--- config.mk ---
export PLATFORM = sky130hd
export DESIGN_NAME = phys_region_decoder
export DESIGN_NICKNAME = d
export VERILOG_FILES = /design/src/rtl/phys_region_pkg.sv /design/src/rtl/region_window_match.sv /design/src/rtl/host_port_match.sv /design/src/rtl/target_priority.sv /design/src/rtl/phys_region_decoder.sv
export SDC_FILE = /design/constraint.sdc
export NUM_CORES = 1
export LEC_CHECK = 0
export BUFFER_PORTS_ARGS = -buffer_cell sky130_fd_sc_hd__buf_2
export CAP_MARGIN = 20
export CORE_MARGIN = 2
export CORE_UTILIZATION = 57
export DETAILED_ROUTE_END_ITERATION = 10
export PLACE_DENSITY = 0.95
export SYNTH_ARGS = -nofsm -noshare
export SYNTH_HDL_FRONTEND = slang
export SYNTH_SLANG_ARGS = --single-unit
--- constraint.sdc ---
create_clock -name vclk -period 10.84
set_input_delay 1.626 -clock vclk [all_inputs]
set_output_delay 1.626 -clock vclk [all_outputs]
set_load 0.01 [all_outputs]
--- src/rtl/phys_region_pkg.sv ---
`timescale 1ns/1ps
// Shared definitions for the physical address region decoder.
// Target indices also set the priority order: a lower index wins.
package phys_region_pkg;

    typedef enum logic [1:0] {
        TGT_RAM   = 2'd0,
        TGT_ROM   = 2'd1,
        TGT_TIMER = 2'd2,
        TGT_HOST  = 2'd3
    } target_e;

    localparam int unsigned NUM_TGT   = 4;
    localparam int unsigned NUM_RANGE = 3;   // RAM, ROM and timer use the containment rule

endpackage

--- src/rtl/region_window_match.sv ---
`timescale 1ns/1ps
// region_window_match
// Reports whether a request of req_bytes bytes starting at req_addr lies
// entirely inside [BASE, BASE+SIZE).
// Assumes: BASE + SIZE fits in ADDR_W+1 bits. The caller gates out
// zero-byte and invalid requests.
module region_window_match #(
    parameter int unsigned ADDR_W  = 32,
    parameter int unsigned BYTES_W = 5,
    parameter logic [ADDR_W-1:0] BASE = '0,
    parameter logic [ADDR_W-1:0] SIZE = '0
) (
    input  logic               req_qual,
    input  logic [ADDR_W-1:0]  req_addr,
    input  logic [BYTES_W-1:0] req_bytes,
    output logic               hit
);
    localparam int unsigned EXT_W = ADDR_W + 1;
    localparam logic [EXT_W-1:0] LIMIT = {1'b0, BASE} + {1'b0, SIZE};

    logic [EXT_W-1:0] end_addr;

    // Form the end address one bit wider so it cannot wrap to zero.
    always_comb begin
        end_addr = {1'b0, req_addr} + {{(EXT_W-BYTES_W){1'b0}}, req_bytes};
    end

    // Hit only when both the first byte and the end fall inside the window.
    always_comb begin
        hit = req_qual && (req_addr >= BASE) && (end_addr <= LIMIT);
    end

endmodule

--- src/rtl/host_port_match.sv ---
`timescale 1ns/1ps
// host_port_match
// Matches the single host-communication register. It needs an exact
// address match, plus a per-direction width limit: reads need at least
// RD_MIN bytes, writes allow at most WR_MAX bytes.
// Assumes: the limits fit in BYTES_W bits.
module host_port_match #(
    parameter int unsigned ADDR_W  = 32,
    parameter int unsigned BYTES_W = 5,
    parameter logic [ADDR_W-1:0] ADDR = '0,
    parameter int unsigned RD_MIN  = 1,
    parameter int unsigned WR_MAX  = 8
) (
    input  logic               req_qual,
    input  logic               req_write,
    input  logic [ADDR_W-1:0]  req_addr,
    input  logic [BYTES_W-1:0] req_bytes,
    output logic               hit
);
    localparam logic [BYTES_W-1:0] RD_MIN_L = BYTES_W'(RD_MIN);
    localparam logic [BYTES_W-1:0] WR_MAX_L = BYTES_W'(WR_MAX);

    logic width_ok;

    // Apply the width limit that belongs to the request's direction.
    always_comb begin
        width_ok = req_write ? (req_bytes <= WR_MAX_L) : (req_bytes >= RD_MIN_L);
    end

    // Exact address compare, qualified by the width limit.
    always_comb begin
        hit = req_qual && (req_addr == ADDR) && width_ok;
    end

endmodule

--- src/rtl/target_priority.sv ---
`timescale 1ns/1ps
// target_priority
// Turns a vector of target hits into a one-hot grant. The lowest set
// index wins. Also reports whether any target was granted.
// Assumes: the index order is the priority order.
module target_priority #(
    parameter int unsigned N = 4
) (
    input  logic [N-1:0] hit,
    output logic [N-1:0] grant,
    output logic         any
);
    // Scan from index 0 upward and block every hit after the first.
    always_comb begin
        logic taken;
        taken = 1'b0;
        for (int i = 0; i < N; i++) begin
            grant[i] = hit[i] && !taken;
            taken    = taken || hit[i];
        end
        any = taken;
    end

endmodule

--- src/rtl/phys_region_decoder.sv ---
`timescale 1ns/1ps
// phys_region_decoder
// Routes a physical access to RAM, ROM, the timer block or the host
// register. Any unmatched access raises a direction-specific fault.
// The block is purely combinational.
// Assumes: region parameters fit the address width. Overlaps between
// regions are resolved by the fixed priority RAM > ROM > timer > host.
module phys_region_decoder
    import phys_region_pkg::*;
#(
    parameter int unsigned ADDR_W  = 32,
    parameter int unsigned BYTES_W = 5,
    parameter logic [ADDR_W-1:0] RAM_BASE  = 32'hF000_0000,
    parameter logic [ADDR_W-1:0] RAM_SIZE  = 32'h1000_0000,
    parameter logic [ADDR_W-1:0] ROM_BASE  = 32'h0000_1000,
    parameter logic [ADDR_W-1:0] ROM_SIZE  = 32'h0000_1000,
    parameter logic [ADDR_W-1:0] TMR_BASE  = 32'h0200_0000,
    parameter logic [ADDR_W-1:0] TMR_SIZE  = 32'h0000_C000,
    parameter logic [ADDR_W-1:0] HOST_ADDR = 32'h4000_0000,
    parameter int unsigned HOST_RD_MIN = 1,
    parameter int unsigned HOST_WR_MAX = 8
) (
    input  logic               req_valid,
    input  logic               req_write,
    input  logic [ADDR_W-1:0]  req_addr,
    input  logic [BYTES_W-1:0] req_bytes,
    output logic               sel_ram,
    output logic               sel_rom,
    output logic               sel_timer,
    output logic               sel_host,
    output logic               fault_load,
    output logic               fault_store
);
    localparam logic [ADDR_W-1:0] WIN_BASE [NUM_RANGE] = '{RAM_BASE, ROM_BASE, TMR_BASE};
    localparam logic [ADDR_W-1:0] WIN_SIZE [NUM_RANGE] = '{RAM_SIZE, ROM_SIZE, TMR_SIZE};

    logic               req_qual;
    logic [NUM_TGT-1:0] tgt_hit;
    logic [NUM_TGT-1:0] tgt_grant;
    logic               tgt_any;

    // A request takes part in decoding only if it is valid and non-empty.
    always_comb begin
        req_qual = req_valid && (req_bytes != '0);
    end

    // One containment matcher per memory-like region.
    for (genvar g = 0; g < NUM_RANGE; g++) begin : g_win
        region_window_match #(
            .ADDR_W  (ADDR_W),
            .BYTES_W (BYTES_W),
            .BASE    (WIN_BASE[g]),
            .SIZE    (WIN_SIZE[g])
        ) u_win (
            .req_qual  (req_qual),
            .req_addr  (req_addr),
            .req_bytes (req_bytes),
            .hit       (tgt_hit[g])
        );
    end

    host_port_match #(
        .ADDR_W  (ADDR_W),
        .BYTES_W (BYTES_W),
        .ADDR    (HOST_ADDR),
        .RD_MIN  (HOST_RD_MIN),
        .WR_MAX  (HOST_WR_MAX)
    ) u_host (
        .req_qual  (req_qual),
        .req_write (req_write),
        .req_addr  (req_addr),
        .req_bytes (req_bytes),
        .hit       (tgt_hit[TGT_HOST])
    );

    target_priority #(
        .N (NUM_TGT)
    ) u_prio (
        .hit   (tgt_hit),
        .grant (tgt_grant),
        .any   (tgt_any)
    );

    // Drive the select outputs from the one-hot grant.
    always_comb begin
        sel_ram   = tgt_grant[TGT_RAM];
        sel_rom   = tgt_grant[TGT_ROM];
        sel_timer = tgt_grant[TGT_TIMER];
        sel_host  = tgt_grant[TGT_HOST];
    end

    // Report an unmatched valid request as a fault for its direction.
    always_comb begin
        fault_load  = req_valid && !req_write && !tgt_any;
        fault_store = req_valid &&  req_write && !tgt_any;
    end

endmodule

==> key figures, run 1 <==
Drt
  – Mean number of vias per cell: 6.851
  – Overall via count from detail_route: 1658
  – Count of antenna-violating nets left after detailed routing: 0
  – Drc violations: 0
  – Wirelength, routed: 3868 µm
  – Total iterations of the first detailed-routing run: 4
  – Wire length per cell: 15.98 µm
  – Iteration-0 DRC count of the detailed router: 79

Power
  – Portion of total power attributed to the clock network: 0
  – Switching power summed over all nets: 0.02800 mW
  – Cell-internal power: 0.01793 mW
  – Power density over the cells: 32.04 mW/mm²
  – Portion of total power attributed to sequential cells: 0
  – Comb pwr share: 1.000
  – Switching Fraction: 0.6096
  – Leakage: 0.5451 nW
  – Maximum vdd drop: 32.75 µV
  – Tot Pwr: 0.04594 mW

Synth
  – Cell area after technology mapping: 0.001214 mm²
  – Number of warnings reported in the yosys synthesis log: 0
  – Top cell type by total area after synthesis: nand2_1
  – Share of the synthesized area in the top cell type: 0.06186
  – Synth Area in Simple Gates: 0.4577
  – Dominant combinational cell family by area after synthesis: simple AND/OR/NAND/NOR gates
  – Synth Area in Adders: 0.06804
  – Area fraction in compound gates after synthesis: 0.3134
  – Syn Inst Count: 176
  – Post-synthesis xor/xnor area fraction: 0.05773
  – Multiplexer share of the synthesized area: 0.04948
  – Fraction of the yosys area taken by sequential cells: 0
  – Avg Synthesized Cell Area: 6.896 µm²
  – Net count of the mapped netlist: 221
  – Distinct cell type count of the synthesized netlist: 57
  – Leading cell types by total area after synthesis: nand2_1 6.2%, nand3_1 5.8%, ha_1 5.2%, mux2i_1 4.9%, nand4_1 3.6%

Finish
  – Total number of nets in the final design: 262
  – Fill cell instance count of the final layout: 180
  – Proportion of layout cells with a drive suffix above 1: 0.2744
  – Fin cells: 242
  – Sequential cell count: 0
  – Flip-flop and latch area: 0 µm²
  – Area grow syn2layout: 18.14%
  – Total of clock buffers placed in the layout: 0
  – Number of antenna diodes: 0

Setup path
  – Crit-path most repeated cell: buf_2
  – Category of the worst setup path capture point: output port
  – Sum of buffers and inverters on the critical path: 2
  – Biggest cell delay along the critical path: 0.52 ns
  – Category of the most critical setup path: in2out
  – Highest-delay cell along the critical path: or4_4
  – Required @ worst endpoint: 9.21 ns
  – Critical path capture point: fault_load
  – Gate family responsible for the most delay along the worst path: compound AO/OA/AOI/OAI gates
  – Worst-path maximum fanout: 3
  – Worst setup startpoint: req_addr[0]
  – Cell breakdown of the critical path: buf_2 -> ha_1 -> fa_1 -> a211oi_2 -> o21bai_1 -> a21oi_1 -> or4_4 -> nor4_2 -> o2111ai_1 -> a2111oi_4 -> nor4_1 -> buf_2
  – Number of cells on the critical path: 12
  – Data arrival time of the critical path: 4.66 ns
  – Crit path launch type: primary input

STA
  – Maximum operating frequency: 159.2 MHz
  – Number of failing hold endpoints at the final stage: 0
  – Setup Total Neg Slack: 0 ns
  – RSZ-0062 raised after global routing: no
  – Fin crit period: 6.283 ns
  – Transition time at the pin with the least slew margin: 0.7103 ns
  – Share of the clock period used by the worst path: 0.5796
  – Final setup violation count: 0
  – Tightest slew margin relative to the limit: 0.5142
  – Final max-slew violation count: 0

Global route
  – Global-route wire length before repair: 6582 µm
  – GRT Util Overall: 0.3213
  – Overflow left after global routing: 0
  – Number of global-route vias before repair: 1541
  – Initial antenna violation count: 0
  – Maximum number of pins on one net before global-route repair: 11

Floorplanning
  – Standard cell core area: 0.001982 mm²
  – Floorplan die area: 0.002515 mm²
  – Initial Util: 0.6124
  – Y dimension of the die: 50.15 µm
  – Width of the die: 50.15 µm
  – IO Pins: 45
  – Number of standard-cell rows in the floorplan: 16

Placement
  – IO buf count: 45
  – Sum of net half-perimeters after detailed placement: 3143 µm
  – Weighted congestion reported at the end of routability-driven placement: 0.9431
  – Post-placement cell count: 242

Status
  – Status: complete, no violations

Clock tree
  – Post-cts sizing count: 0
  – Post CTS Setup Buffer Count: 0
  – Quantity of hold-fixing buffers added after cts: 0

Run
  – Number of violations of the max-capacitance limit: 0

Hold path
  – HP Class: in2out
## worst min-delay path, cell delays in order
cell and delay, ns:
buf_2 0.11, nand3b_1 0.07, nor4_1 0.04, buf_2 0.13
## cell type report
class                           instances  area (µm²)  share of cell area
Multi-Input combinational cell        163        1149              0.8010
Inverter                                7       26.28             0.01832
Timing Repair Buffer                   45       225.2              0.1571
Tap cell                               27       33.78             0.02356
## per-layer routing
layer	track usage	routed length [µm]
met1	0.4218	1525
met2	0.5504	1803
met3	0.02083	442
met4	0.1111	96
met5	0	0
## layout by cell type, fill, tap and decap left out, types with 2 or more instances in the layout
| cell type | netlist | routed |
|---|---|---|
| a2111oi_0 | 3 | 3 |
| a2111oi_2 | 2 | 2 |
| a21oi_1 | 8 | 8 |
| a31oi_1 | 3 | 3 |
| and2_1 | 2 | 2 |
| and3_1 | 5 | 5 |
| and4_1 | 3 | 3 |
| buf_2 | 4 | 45 |
| ha_1 | 5 | 5 |
| inv_1 | 7 | 7 |
| mux2i_1 | 6 | 6 |
| nand2_1 | 20 | 20 |
| nand3_1 | 14 | 14 |
| nand3b_1 | 2 | 2 |
| nand4_1 | 7 | 7 |
| nand4_2 | 2 | 2 |
| nor2_1 | 11 | 11 |
| nor3_1 | 6 | 6 |
| nor3b_1 | 2 | 2 |
| nor4_1 | 7 | 7 |
| nor4_2 | 2 | 2 |
| o2111ai_1 | 2 | 2 |
| o21ai_0 | 3 | 3 |
| o21ai_1 | 3 | 3 |
| o22ai_1 | 2 | 2 |
| o31ai_1 | 2 | 2 |
| or3_1 | 7 | 7 |
| xnor2_1 | 3 | 3 |
| xor2_1 | 5 | 5 |
## stage by stage
stage	worst slack (ns)	hold WS [ns]	area, µm²	utilization
6_report	4.557	3.608	1434	0.7235
5_1_grt	4.358	3.632	1434	0.7235
4_1_cts	4.568	3.610	1434	0.7235
3_5_place_dp	4.580	3.607	1434	0.7235
3_3_place_gp	4.709	3.609	1434	0.7235
2_1_floorplan	4.921	3.377	1214	-
## how the worst min path moves through the flow
stage / startpoint / end / slack (ns) / cells after the start
floorplan: req_valid / fault_store / 3.38 / 2
global placement: req_valid / fault_store / 3.61 / 4
detailed placement: req_valid / fault_store / 3.61 / 4
CTS: req_valid / fault_store / 3.61 / 4
global route: req_valid / fault_store / 3.63 / 4
finish: req_write / fault_store / 3.61 / 4
## cell families (layout without fill, tap and decap cells)
kind of cell    Yosys count  count (layout)
mux                       6               6
xor+xnor                  8               8
fa+ha+maj                 6               6
buf+inv                  13              52
simple gates             97              97
compound gates           46              46
## power groups by stage
stage	sequential, mW	combinational (mW)	clock [mW]
2_1_floorplan	0	0.0274	0
3_3_place_gp	0	0.0431	0
3_5_place_dp	0	0.0444	0
4_1_cts	0	0.0446	0
5_1_grt	0	0.0504	0
6_report	0	0.0459	0
## cells in the mapped netlist (all sizes together) (5+ instances only)
| library cell | number |
|---|---|
| nand4 | 9 |
| nor3 | 6 |
| or3 | 7 |
| inv | 7 |
| nand2 | 21 |
| o21ai | 7 |
| nor4 | 9 |
| mux2i | 6 |
| xor2 | 5 |
| a2111oi | 6 |
| nand3 | 14 |
| nor2 | 11 |
| buf | 6 |
| ha | 5 |
| and3 | 5 |
| a21oi | 8 |
(Power assumes the default switching activity.)
==> inputs of run 2 (changes only) <==
- CORE_UTILIZATION: 57 -> 53
- clock period: 10.84 -> 5.99 ns (I/O delays scaled with it)
==> run 2 against run 1 <==
Compared with the run above: sequential share of layout area unchanged; non-clock buffer count unchanged; combinational power increased by 79%; first-iteration DRC count decreased by 23%.
==> key figures, run 2 (synthesis gave the netlist of run 1 again) <==
Setup path
  – Crit path launch type: primary input
  – Worst-path maximum fanout: 3 (unchanged)
  – Highest-delay cell along the critical path: or4_4
  – Category of the most critical setup path: in2out
  – Sum of buffers and inverters on the critical path: 2 (unchanged)
  – Biggest cell delay along the critical path: 0.52 ns (about the same)
  – Required @ worst endpoint: 5.09 ns (-4.12 ns)
  – Crit-path most repeated cell: buf_2
  – Number of cells on the critical path: 12 (unchanged)
  – Worst setup startpoint: req_addr[0]
  – Cell breakdown of the critical path: buf_2 -> ha_1 -> fa_1 -> a211oi_2 -> o21bai_1 -> a21oi_1 -> or4_4 -> nor4_2 -> o2111ai_1 -> a2111oi_4 -> nor4_1 -> buf_2
  – Gate family responsible for the most delay along the worst path: compound AO/OA/AOI/OAI gates
  – Data arrival time of the critical path: 3.94 ns (-0.72 ns)
  – Critical path capture point: fault_load
  – Category of the worst setup path capture point: output port

Drt
  – Mean number of vias per cell: 6.741 (-1.6%)
  – Total iterations of the first detailed-routing run: 4 (unchanged)
  – Drc violations: 0 (unchanged)
  – Iteration-0 DRC count of the detailed router: 61 (-23%)
  – Wire length per cell: 15.29 µm (-4.4%)
  – Overall via count from detail_route: 1638 (-1.2%)
  – Count of antenna-violating nets left after detailed routing: 0 (unchanged)
  – Wirelength, routed: 3715 µm (-4.0%)

STA
  – Final max-slew violation count: 0 (unchanged)
  – Fin crit period: 4.838 ns
  – RSZ-0062 raised after global routing: no
  – Transition time at the pin with the least slew margin: 0.7396 ns (+0.02927 ns)
  – Share of the clock period used by the worst path: 0.8076
  – Setup Total Neg Slack: 0 ns (unchanged)
  – Maximum operating frequency: 206.7 MHz
  – Final setup violation count: 0 (unchanged)
  – Number of failing hold endpoints at the final stage: 0 (unchanged)
  – Tightest slew margin relative to the limit: 0.4942 (-0.02002)
  – Worst hold-check slack: 2.163 ns (-1.445 ns)

Clock tree
  – Quantity of hold-fixing buffers added after cts: 0 (unchanged)
  – Post-cts sizing count: 0 (unchanged)
  – Post CTS Setup Buffer Count: 0 (unchanged)

Global route
  – Overflow left after global routing: 0 (unchanged)
  – GRT Util Overall: 0.2961 (-0.02515)
  – Maximum number of pins on one net before global-route repair: 11 (unchanged)
  – Number of global-route vias before repair: 1538 (-0.19%)
  – Global-route wire length before repair: 6423 µm (-2.4%)
  – Initial antenna violation count: 0 (unchanged)

Status
  – Status: complete, no violations

Finish
  – Most used cells in the layout excluding fill and tap cells: 45 x buf_2, 20 x nand2_1, 14 x nand3_1
  – Final standard cell area without fillers: 0.001435 mm² (about the same)
  – Flip-flop and latch area: 0 µm² (unchanged)
  – Area grow syn2layout: 18.25% (about the same)
  – Proportion of layout cells with a drive suffix above 1: 0.2744 (unchanged)
  – Fill cell instance count of the final layout: 209 (+16%)
  – Sequential cell count: 0 (unchanged)
  – Total of clock buffers placed in the layout: 0 (unchanged)
  – Most common library cell in the layout ignoring fill and taps: buf_2
  – Total number of nets in the final design: 262 (unchanged)
  – Area taken by multi-input logic gates: 0.001149 mm² (unchanged)
  – Number of antenna diodes: 0 (unchanged)

Placement
  – IO buf count: 45 (unchanged)
  – Weighted congestion reported at the end of routability-driven placement: 0.9937 (+5.4%)
  – Sum of net half-perimeters after detailed placement: 3073 µm (-2.2%)
  – Placed Area: 0.001435 mm² (about the same)

Floorplanning
  – Standard cell core area: 0.002191 mm² (+11%)
  – IO Pins: 45 (unchanged)
  – Initial Util: 0.5540 (-0.05840)
  – Y dimension of the die: 51.86 µm (+3.4%)
  – Number of standard-cell rows in the floorplan: 17 (+1)
  – Floorplan die area: 0.002689 mm² (+6.9%)
  – Width of the die: 51.86 µm (+3.4%)

Power
  – Power density over the cells: 57.20 mW/mm² (+79%)
  – Maximum vdd drop: 54.87 µV (+68%)
  – Leakage: 0.5451 nW (unchanged)

Run
  – Number of violations of the max-capacitance limit: 0 (unchanged)

Hold path
  – HP Class: in2out
[run 2: cell counts in the layout (fill, tap and decap cells not counted)]
Identical to the previous run, type by type.
[run 2: power breakdown]
part	switching (mW)	leakage [nW]	internal (mW)
sequential	0	0	0
combinational	0.0496	0.545	0.0325
clock	0	0	0
total	0.0496	0.545	0.0325
[run 2: worst min path at each step]
| stage | startpoint | to | slack, ns | cells after the start |
|---|---|---|---|---|
| 2_1_floorplan | req_valid | fault_store | 1.92 | 2 |
| 3_3_place_gp | req_write | fault_load | 2.15 | 4 |
| 3_5_place_dp | req_valid | fault_store | 2.16 | 4 |
| 4_1_cts | req_valid | fault_store | 2.16 | 4 |
| 5_1_grt | req_valid | fault_store | 2.19 | 4 |
| 6_report | req_valid | fault_store | 2.16 | 4 |
[run 2: area by class of cell]
type	count	area share
inverters	7	0.01831
well taps	28	0.02441
multi-input cells	163	0.8003
repair buffers	45	0.1569
[run 2: layer usage]
layer	track usage	vias to the layer above	wire length, µm	share of wire
met3	0.01724	4	266	0.072
met5	0	-	0	0
met1	0.3927	755	1550	0.42
met4	0.08333	0	26	0.0070
met2	0.5127	83	1872	0.50
li1	-	796	-	-
[run 2: worst min-delay path, cell delays in order]
cell,delay (ns)
buf_2,0.11
nand3b_1,0.08
nor4_1,0.05
buf_2,0.13
[run 2: stage by stage]
| stage | worst slack (ns) | utilization | instances | power [mW] |
|---|---|---|---|---|
| finish | 1.152 | 0.6551 | 243 | 0.08209 |
| floorplan | 1.526 | - | 176 | 0.04965 |
| global placement | 1.304 | 0.6551 | 243 | 0.07783 |
| detailed placement | 1.174 | 0.6551 | 243 | 0.08005 |
| CTS | 1.167 | 0.6551 | 243 | 0.08045 |
| global route | 0.9907 | 0.6551 | 243 | 0.09099 |
==> inputs of run 3 (changes only) <==
- clock period: 5.99 -> 4.62 ns (I/O delays scaled with it)
==> run 3 against run 2 <==
Compared with the run above: combinational power rose by 30%; total power grew 30%; critical path depth is the same; final cell count unchanged; core utilization increased by 0.29 points; non-clock buffer count unchanged; worst hold slack worse by 0.41 ns; sequential share of layout area did not move; die area unchanged; critical path type unchanged.
==> key figures, run 3 (synthesis gave the netlist of run 1 again) <==
Clock tree
  – Quantity of hold-fixing buffers added after cts: 0 (unchanged)

Hold path
  – Worst hold stages: 4 (unchanged)
  – Min-delay src: req_write
  – HP Class: in2out

Finish
  – Area grow syn2layout: 18.76%
  – Most used cells in the layout excluding fill and tap cells: 45 x buf_2, 20 x nand2_1, 14 x nand3_1
  – Proportion of layout cells with a drive suffix above 1: 0.2791 (+0.004651)
  – Total number of nets in the final design: 262 (unchanged)
  – Most common library cell in the layout ignoring fill and taps: buf_2
  – Fill cell instance count of the final layout: 206 (-1.4%)
  – Number of antenna diodes: 0 (unchanged)
  – Total of clock buffers placed in the layout: 0 (unchanged)
  – Sequential cell count: 0 (unchanged)
  – Flip-flop and latch area: 0 µm² (unchanged)

Setup path
  – Gate family responsible for the most delay along the worst path: compound AO/OA/AOI/OAI gates
  – Sum of buffers and inverters on the critical path: 2 (unchanged)
  – Data arrival time of the critical path: 3.76 ns (-0.18 ns)
  – Number of cells on the critical path: 12 (unchanged)
  – Cell breakdown of the critical path: buf_2 -> ha_1 -> fa_1 -> a211oi_2 -> o21bai_1 -> a21oi_1 -> or4_4 -> nor4_2 -> o2111ai_2 -> a2111oi_4 -> nor4_1 -> buf_2
  – Worst setup startpoint: req_addr[0]
  – Critical path capture point: fault_load
  – Required @ worst endpoint: 3.93 ns (-1.16 ns)
  – Category of the most critical setup path: in2out
  – Category of the worst setup path capture point: output port
  – Crit path launch type: primary input
  – Highest-delay cell along the critical path: or4_4
  – Worst-path maximum fanout: 3 (unchanged)
  – Biggest cell delay along the critical path: 0.53 ns (about the same)
  – Crit-path most repeated cell: buf_2

Power
  – Maximum vdd drop: 68.73 µV (+25%)
  – Leakage: 0.5452 nW (about the same)
  – Power density over the cells: 74.20 mW/mm² (+30%)

Floorplanning
  – Standard cell core area: 0.002191 mm² (unchanged)
  – Initial Util: 0.5540 (unchanged)
  – Floorplan die area: 0.002689 mm² (unchanged)
  – Width of the die: 51.86 µm (unchanged)
  – Y dimension of the die: 51.86 µm (unchanged)
  – Number of standard-cell rows in the floorplan: 17 (unchanged)
  – IO Pins: 45 (unchanged)

Placement
  – Minimum setup slack after placement: 0.1668 ns (-1.007 ns)
  – Weighted congestion reported at the end of routability-driven placement: 0.9935 (about the same)
  – IO buf count: 45 (unchanged)
  – Sum of net half-perimeters after detailed placement: 3039 µm (-1.1%)

Drt
  – Wirelength, routed: 3646 µm (-1.9%)
  – Overall via count from detail_route: 1639 (+0.061%)
  – Highest signal layer in the routed design: met4
  – Iteration-0 DRC count of the detailed router: 78 (+28%)
  – Mean number of vias per cell: 6.745 (about the same)
  – Total length of routed met3 wires: 345 µm (+30%)
  – Drc violations: 0 (unchanged)
  – Metal2 WL: 1806 µm (-3.5%)
  – Wire length per cell: 15.00 µm (-1.9%)
  – Total iterations of the first detailed-routing run: 4 (unchanged)
  – Count of antenna-violating nets left after detailed routing: 0 (unchanged)
  – Met1 wire length: 1464 µm (-5.5%)

Global route
  – Initial antenna violation count: 0 (unchanged)
  – Global-route wire length before repair: 6244 µm (-2.8%)
  – Overflow left after global routing: 0 (unchanged)
  – GRT Util Overall: 0.2887 (-0.007381)
  – Number of global-route vias before repair: 1439 (-6.4%)
  – Maximum number of pins on one net before global-route repair: 11 (unchanged)

STA
  – Setup Total Neg Slack: 0 ns (unchanged)
  – Fin crit period: 4.452 ns
  – Final setup violation count: 0 (unchanged)
  – Final max-slew violation count: 0 (unchanged)
  – Tightest slew margin relative to the limit: 0.4832 (-0.01104)
  – Post-route setup slack: 0.1681 ns (-0.9841 ns)
  – Share of the clock period used by the worst path: 0.9636
  – Transition time at the pin with the least slew margin: 0.7557 ns (+0.01615 ns)
  – RSZ-0062 raised after global routing: no
  – Maximum operating frequency: 224.6 MHz
  – Number of failing hold endpoints at the final stage: 0 (unchanged)

Status
  – Status: complete, no violations

Run
  – Number of violations of the max-capacitance limit: 0 (unchanged)
==> run 3: changes by cell type in the layout (fill, tap and decap cells not counted) <==
cell	delta
o2111ai_2	+1
o2111ai_1	-1
==> run 3: worst min path at each step <==
stage | end | slack, ns
6_report | fault_load | 1.75
3_3_place_gp | fault_load | 1.74
5_1_grt | fault_load | 1.78
3_5_place_dp | fault_load | 1.75
2_1_floorplan | fault_store | 1.51
4_1_cts | fault_load | 1.75
==> run 3: what timing repair did <==
item,4_1_cts,5_1_grt
setup endpoints to repair,0,2
resized for setup,0,1
buffers inserted,0,0
==> run 3: report_power, final <==
part	internal, mW	switching (mW)
clock	0	0
sequential	0	0
combinational	0.0423	0.0646
==> run 3: per-stage QoR <==
stage	std cells	instance area, µm²	hold WS [ns]	util	power [mW]
finish	243	1441	1.751	0.6579	0.1069
global route	243	1441	1.784	0.6579	0.1183
CTS	243	1435	1.750	0.6551	0.1051
detailed placement	243	1435	1.749	0.6551	0.1046
global placement	243	1435	1.743	0.6551	0.1009
floorplan	176	1214	1.511	-	0.06437
==> run 3: layout make-up <==
cell class	instances	area (µm²)	share of cell area
inverters	7	26.28	0.01823
multi-input cells	163	1155	0.8012
well taps	28	35.03	0.02431
repair buffers	45	225.2	0.1563
==> run 3: routing by layer <==
| metal | vias up | global-route usage |
|---|---|---|
| li1 | 795 | - |
| met1 | 737 | 0.3955 |
| met2 | 101 | 0.5063 |
| met3 | 6 | 0.01437 |
| met4 | 0 | 0.03947 |
| met5 | - | 0 |
==> run 3: tightest hold or removal path: stages <==
cell	delay, ns
buf_2	0.10
or3b_2	0.11
nor4_1	0.03
buf_2	0.13
